**config.mk**
```make
export PLATFORM = sky130hd
export DESIGN_NAME = cpu_io_port
export DESIGN_NICKNAME = d
export VERILOG_FILES = /design/src/rtl/cpu_io_pkg.sv /design/src/rtl/cio_sync.sv /design/src/rtl/cio_edge.sv /design/src/rtl/cio_wait.sv /design/src/rtl/cpu_io_port.sv
export SDC_FILE = /design/constraint.sdc
export NUM_CORES = 1
export LEC_CHECK = 0
export BUFFER_PORTS_ARGS = -buffer_cell sky130_fd_sc_hd__buf_2
export CORE_ASPECT_RATIO = 0.7
export CORE_MARGIN = 2
export CORE_UTILIZATION = 50
export DETAILED_ROUTE_END_ITERATION = 6
export PLACE_DENSITY = 0.74
export SYNTH_ARGS = -nofsm -noshare
export SYNTH_HDL_FRONTEND = slang
export SYNTH_SLANG_ARGS = --single-unit
```
**constraint.sdc**
```tcl
create_clock -name clk -period 5.71 [get_ports clk]
set_input_delay 1.142 -clock clk [delete_from_list [all_inputs] [get_ports clk]]
set_output_delay 1.142 -clock clk [all_outputs]
set_load 0.01 [all_outputs]
```
**src/rtl/cpu_io_pkg.sv**
```systemverilog
package cpu_io_pkg;
  typedef enum logic [1:0] {
    OP_NONE = 2'd0,
    OP_RD   = 2'd1,
    OP_WR   = 2'd2
  } bus_op_e;

  localparam int unsigned CB_CS   = 0;
  localparam int unsigned CB_DIV  = 1;
  localparam int unsigned CB_AUTO = 2;
endpackage

```
**src/rtl/cio_sync.sv**
```systemverilog
module cio_sync #(
  parameter int unsigned W = 8,
  parameter int unsigned STAGES = 2,
  parameter logic [W-1:0] RST_VAL = '0
) (
  input  logic         clk,
  input  logic         rst_l,
  input  logic [W-1:0] d,
  output logic [W-1:0] q
);
  logic [W-1:0] st [STAGES];

  always_ff @(posedge clk or negedge rst_l) begin
    if (!rst_l) begin
      for (int i = 0; i < STAGES; i++) st[i] <= RST_VAL;
    end else begin
      st[0] <= d;
      for (int i = 1; i < STAGES; i++) st[i] <= st[i-1];
    end
  end

  assign q = st[STAGES-1];
endmodule

```
**src/rtl/cio_edge.sv**
```systemverilog
module cio_edge (
  input  logic clk,
  input  logic rst_l,
  input  logic phi_s,
  input  logic iorq_s,
  input  logic rd_s,
  input  logic wr_s,
  output logic phi_rise,
  output logic rd_go,
  output logic wr_go,
  output logic rd_act
);
  logic phi_p, rd_p, wr_p;
  logic rd_strb, wr_strb;

  assign rd_strb  = ~iorq_s & ~rd_s;
  assign wr_strb  = ~iorq_s & ~wr_s;
  assign rd_act   = rd_strb;
  assign phi_rise = phi_s & ~phi_p;
  assign rd_go    = rd_strb & ~rd_p;
  assign wr_go    = wr_strb & ~wr_p;

  always_ff @(posedge clk or negedge rst_l) begin
    if (!rst_l) begin
      phi_p <= 1'b0;
      rd_p  <= 1'b0;
      wr_p  <= 1'b0;
    end else begin
      phi_p <= phi_s;
      rd_p  <= rd_strb;
      wr_p  <= wr_strb;
    end
  end

  AST_ONE_TRIGGER_RD: assert property (@(posedge clk) disable iff (!rst_l)
    rd_go |=> !rd_go);
  AST_ONE_TRIGGER_WR: assert property (@(posedge clk) disable iff (!rst_l)
    wr_go |=> !wr_go);
endmodule

```
**src/rtl/cio_wait.sv**
```systemverilog
module cio_wait (
  input  logic clk,
  input  logic rst_l,
  input  logic phi_rise,
  input  logic stall,
  output logic wait_n
);
  logic wait_q, wait_d;

  always_comb begin
    wait_d = wait_q;
    if (phi_rise) wait_d = stall;
  end

  always_ff @(posedge clk or negedge rst_l) begin
    if (!rst_l) wait_q <= 1'b0;
    else        wait_q <= wait_d;
  end

  assign wait_n = ~wait_q;

  AST_WAIT_AT_PHI: assert property (@(posedge clk) disable iff (!rst_l)
    !$stable(wait_n) |-> $past(phi_rise));
endmodule

```
**src/rtl/cpu_io_port.sv**
```systemverilog
module cpu_io_port
  import cpu_io_pkg::*;
#(
  parameter int unsigned ADDR_W = 8,
  parameter int unsigned DATA_W = 8,
  parameter int unsigned SYNC_STAGES = 2,
  parameter logic [ADDR_W-1:0] DATA_PORT = 8'h40,
  parameter logic [ADDR_W-1:0] CTRL_PORT = 8'h41
) (
  input  logic              clk,
  input  logic              rst_n,
  input  logic              phi,
  input  logic              iorq_n,
  input  logic              rd_n,
  input  logic              wr_n,
  input  logic [ADDR_W-1:0] addr,
  input  logic [DATA_W-1:0] din,
  output logic [DATA_W-1:0] dout,
  output logic              dout_en,
  output logic              wait_n,
  output logic              spi_start,
  output logic [DATA_W-1:0] spi_tx,
  input  logic              spi_busy,
  input  logic [DATA_W-1:0] spi_rx,
  output logic              spi_cs_n,
  output logic              spi_div
);
  localparam int unsigned IN_W = 4 + ADDR_W + DATA_W;
  localparam logic [IN_W-1:0] IN_RST = {1'b0, 3'b111, {(ADDR_W + DATA_W){1'b0}}};

  // reset: asserted asynchronously, released on the clock
  logic [1:0] rst_sr;
  logic       rst_l;
  always_ff @(posedge clk or negedge rst_n) begin
    if (!rst_n) rst_sr <= 2'b00;
    else        rst_sr <= {rst_sr[0], 1'b1};
  end
  assign rst_l = rst_sr[1];

  // input synchronisers
  logic [IN_W-1:0]   raw, syn;
  logic              phi_s, iorq_s, rd_s, wr_s;
  logic [ADDR_W-1:0] addr_s;
  logic [DATA_W-1:0] din_s;

  assign raw = {phi, iorq_n, rd_n, wr_n, addr, din};
  cio_sync #(.W(IN_W), .STAGES(SYNC_STAGES), .RST_VAL(IN_RST)) u_sync (
    .clk(clk), .rst_l(rst_l), .d(raw), .q(syn)
  );
  assign {phi_s, iorq_s, rd_s, wr_s, addr_s, din_s} = syn;

  logic phi_rise, rd_go, wr_go, rd_act;
  cio_edge u_edge (
    .clk(clk), .rst_l(rst_l), .phi_s(phi_s), .iorq_s(iorq_s), .rd_s(rd_s),
    .wr_s(wr_s), .phi_rise(phi_rise), .rd_go(rd_go), .wr_go(wr_go), .rd_act(rd_act)
  );

  // state
  logic              start_q, start_d;
  logic [DATA_W-1:0] tx_q, tx_d;
  logic [DATA_W-1:0] rdata_q, rdata_d;
  bus_op_e           pend_q, pend_d;
  logic [DATA_W-1:0] pdat_q, pdat_d;
  logic              cs_q, cs_d, div_q, div_d, auto_q, auto_d;

  logic              sel_data, sel_ctrl, busy_eff, ctrl_wr;
  bus_op_e           new_op, exec_op;
  logic [DATA_W-1:0] exec_dat, ctrl_rd;

  assign sel_data = (addr_s == DATA_PORT);
  assign sel_ctrl = (addr_s == CTRL_PORT);
  assign busy_eff = spi_busy | start_q;
  assign ctrl_wr  = wr_go & sel_ctrl;

  always_comb begin
    new_op = OP_NONE;
    if (sel_data && rd_go)      new_op = OP_RD;
    else if (sel_data && wr_go) new_op = OP_WR;
  end

  always_comb begin
    pend_d   = pend_q;
    pdat_d   = pdat_q;
    exec_op  = OP_NONE;
    exec_dat = din_s;
    if (pend_q != OP_NONE) begin
      if (!busy_eff) begin
        exec_op  = pend_q;
        exec_dat = pdat_q;
        pend_d   = OP_NONE;
      end
    end else if (new_op != OP_NONE) begin
      if (busy_eff) begin
        pend_d = new_op;
        pdat_d = din_s;
      end else begin
        exec_op = new_op;
      end
    end
  end

  always_comb begin
    start_d = 1'b0;
    tx_d    = tx_q;
    rdata_d = rdata_q;
    case (exec_op)
      OP_WR: begin
        start_d = 1'b1;
        tx_d    = exec_dat;
      end
      OP_RD: begin
        rdata_d = spi_rx;
        if (auto_q) begin
          start_d = 1'b1;
          tx_d    = '1;
        end
      end
      default: ;
    endcase
  end

  always_comb begin
    cs_d   = cs_q;
    div_d  = div_q;
    auto_d = auto_q;
    if (ctrl_wr) begin
      cs_d   = din_s[CB_CS];
      div_d  = din_s[CB_DIV];
      auto_d = din_s[CB_AUTO];
    end
  end

  always_ff @(posedge clk or negedge rst_l) begin
    if (!rst_l) begin
      start_q <= 1'b0;
      tx_q    <= '0;
      rdata_q <= '0;
      pend_q  <= OP_NONE;
      pdat_q  <= '0;
      cs_q    <= 1'b0;
      div_q   <= 1'b0;
      auto_q  <= 1'b0;
    end else begin
      start_q <= start_d;
      tx_q    <= tx_d;
      rdata_q <= rdata_d;
      pend_q  <= pend_d;
      pdat_q  <= pdat_d;
      cs_q    <= cs_d;
      div_q   <= div_d;
      auto_q  <= auto_d;
    end
  end

  always_comb begin
    ctrl_rd          = '0;
    ctrl_rd[CB_CS]   = cs_q;
    ctrl_rd[CB_DIV]  = div_q;
    ctrl_rd[CB_AUTO] = auto_q;
    ctrl_rd[DATA_W-1] = busy_eff;
  end

  cio_wait u_wait (
    .clk(clk), .rst_l(rst_l), .phi_rise(phi_rise),
    .stall(pend_q != OP_NONE), .wait_n(wait_n)
  );

  assign dout      = sel_ctrl ? ctrl_rd : rdata_q;
  assign dout_en   = rd_act & (sel_data | sel_ctrl);
  assign spi_start = start_q;
  assign spi_tx    = tx_q;
  assign spi_cs_n  = ~cs_q;
  assign spi_div   = div_q;

  AST_START_PULSE: assert property (@(posedge clk) disable iff (!rst_l)
    spi_start |=> !spi_start);
  AST_START_IDLE: assert property (@(posedge clk) disable iff (!rst_l)
    spi_start |-> !spi_busy);
  AST_CTRL_ONLY_ON_WRITE: assert property (@(posedge clk) disable iff (!rst_l)
    !$stable(spi_cs_n) |-> $past(ctrl_wr));
endmodule

```
==> results.ini <==
[critical_path]
crit_end=dout[2]
crit_buf_inv=1
crit_path_top_delay_cell=dfrtp_1
reg2reg_from=u_sync.q[13]
criticalPathCategory=reg2out
required_ns=4.57
critical_path.startpoint=u_sync.q[13]
worstPathMaxFanout=11
cp-end-kind=output pin
rr_worst_depth=9
reg2reg_slack_ns=3.18
arrival_ns=1.92
path_cells=nor4b_4 -> nand3_1 -> mux2_2 -> buf_2
r2r-end=spi_tx[6]
cp.depth=4
cpLargestDelayFamily=simple AND/OR/NAND/NOR gates
start_kind=flip-flop
slowest_delay_ns=0.40

[finish]
areaGrowthSynthToFinish_pct=20.2
final_nets=274
n_fill_cell=412
final_util_pct=64.0
seqCellArea_um2=1910
multi_input_area_um2=668
final_cells=314
drive_above_1_share_pct=40.0
n_antenna_cell=0

[clock_tree]
clockBufferDepth=2
root_buffer=clkbuf_8
cts.sinks=76
path_clk_slew_ns=0.07
postCtsHoldBufs=0
clk_latency_ns=0.34
cts_tree=yes
cts_made_buffers=9
cts_resized=0
post-cts-setup-buffers=0
cts.htree.levels=3

[timing]
period_share_pct=53.7
period_minus_slack_ns=3.07
hold_viol=0
rsz0062_at_grt=false
finalClockSkew_ns=0.00610
final_max_slew_viol_count=0
tightest_slew_ns=0.682
slew_headroom_pct=54.5
clock.fmax_mhz=326
final-setup-viol-count=0
timing.setup.tns_ns=0

[logic_synthesis]
synthDistinctLibCells=28
synth_ff_type=dfrtp_1
synth_edf_count=0
synthXorXnorAreaFrac_pct=0
synth_compound_area_share_pct=3.99
yosys_register_bits=76
syn_area_per_cell_um2=14.4
syn_area_um2=2600
syn-num-nets=215
syn_inst=181
yosysSeqAreaShare_pct=73.4
synth_simple_gate_area_share_pct=10.6
synth_fa_ha_area_share_pct=1.44
yosysWarnings=0
synthMuxAreaShare_pct=9.52
synth_top_family_by_area=simple AND/OR/NAND/NOR gates
async_reset_ff_share_pct=100

[die]
start_util_pct=53.2
die-area_um2=5800
num_rows=21
core_area_um2=4890
ios=52
dieWidth_um=90.2
die_h_um=64.3

[placed_design]
port_buffers=51
gp_congestion=0.771
dpl.hpwl_um=2770
placed_cells=298

[route]
drt-vias-per-instance=4.77
first_pass_iters=4
via_count=1497
wl_per_cell_um=12.6
antenna_left=0
wl_um=3960
drc=0
first_iter_violations=131

[pwr]
intPower_uw=814
power_density_nw_per_um2=337
leakagePower_uw=0.00154
share_comb_of_total_power_pct=7.1
ir_drop_v=0.000196
p_switching_uw=239
seqPwrFrac_pct=56.3
clkPwrFrac_pct=36.6
sw_frac_of_total_pct=22.7

[grt]
overflow=0
grt_antenna_before_repair=0
grt_pass1_vias=1475
track_usage_pct=16.0
grt_pass1_wl_um=6870
grt_max_degree=60

[run]
maxCapViolCount=0

[min_path]
hold_class=reg2async

[run_status]
status=finished clean

## how the worst min path moves through the flow
stage,startpoint,to,slack [ns],cells after the start
2_1_floorplan,rst_sr[0],rst_sr[1],0.33,0
3_3_place_gp,rst_sr[1],u_sync.st[27],0.17,0
3_5_place_dp,rst_sr[1],u_sync.q[7],0.17,0
4_1_cts,rst_sr[1],u_sync.q[7],0.18,0
5_1_grt,rst_sr[1],u_sync.st[27],0.21,0
6_report,rst_sr[1],u_sync.st[27],0.16,0
## state kept, by name, summed over array words and instances (netlist names)
signal / cells
u_sync.st: 20
spi_div: 1
pdat_q: 8
rdata_q: 8
u_sync.q: 20
u_edge.rd_p: 1
u_wait.wait_q: 1
u_edge.phi_p: 1
u_edge.wr_p: 1
auto_q: 1
spi_start: 1
spi_tx: 8
pend_q: 2
cs_q: 1
rst_sr: 2
## power by group through the flow
stage | logic [uW] | clock network (uW) | registers [uW]
floorplan | 31.8 | 0 | 610
global placement | 74.3 | 0 | 603
detailed placement | 76.0 | 0 | 604
CTS | 76.2 | 401 | 593
global route | 83.8 | 427 | 598
finish | 74.5 | 385 | 593
## cell families (layout without fill, tap and decap cells)
kind of cell	after synthesis	after routing
AND/OR/NAND/NOR	57	57
multiplexers	21	21
other	1	1
AO/OA/AOI/OAI	17	17
buffers and inverters	6	70
flip-flops	76	76
adder cells (fa/ha/maj)	3	3
## per-stage QoR
| stage | setup slack [ns] | hold slack [ns] | total power (uW) | area, um^2 |
|---|---|---|---|---|
| finish | 2.64 | 0.164 | 1050 | 3130 |
| global route | 2.48 | 0.210 | 1110 | 3130 |
| CTS | 2.60 | 0.176 | 1070 | 3130 |
| detailed placement | 2.76 | 0.172 | 680 | 2940 |
| global placement | 2.77 | 0.172 | 677 | 2940 |
| floorplan | 3.01 | 0.331 | 642 | 2600 |
## synth_stat cells, drive strengths merged (2+ instances only)
cell type / n / area [um^2]
ha: 3 / 37.5
nor2: 21 / 78.8
o21ai: 4 / 20.0
nand2b: 3 / 18.8
dfstp: 6 / 158
and2: 4 / 25.0
a31oi: 8 / 50.1
mux2: 21 / 248
inv: 2 / 7.51
a21oi: 3 / 15.0
nor3: 2 / 10.0
dfrtp: 70 / 1750
and3: 2 / 12.5
buf: 2 / 8.75
nand2: 19 / 71.3
clkbuf: 2 / 7.51
## layer usage
layer | vias up | part of all wire (%) | GRT usage (%)
li1 | 723 | - | -
met1 | 720 | 48 | 21.1
met2 | 48 | 44 | 22.7
met3 | 6 | 6.8 | 7.31
met4 | 0 | 1.2 | 7.50
met5 | - | 0 | 0
## area by class of cell
type | instances | share of cell area, %
Multi-Input combinational cell | 99 | 21.4
Sequential cell | 76 | 61.1
Clock buffer | 10 | 4.08
Inverter | 2 | 0.240
Tap cell | 69 | 2.76
Clock inverter | 6 | 2.04
Timing Repair Buffer | 52 | 8.40
## cell usage in the layout, fill, tap and decap left out, types with 2 or more instances in the layout
cell type,Yosys,layout
buf_2,1,51
mux2_4,3,3
ha_1,3,3
and2_1,4,4
dfrtp_1,70,69
clkbuf_8,0,9
nand2_1,19,19
dfstp_2,6,6
and3_1,2,2
nor2_1,21,21
mux2_2,18,18
nor3_1,2,2
clkinvlp_4,0,2
a31oi_1,8,8
o21ai_0,3,3
clkinv_2,0,2
a21oi_1,3,3
nand2b_1,3,3
inv_1,2,2
Note: power is estimated with default switching activity, not from simulation.
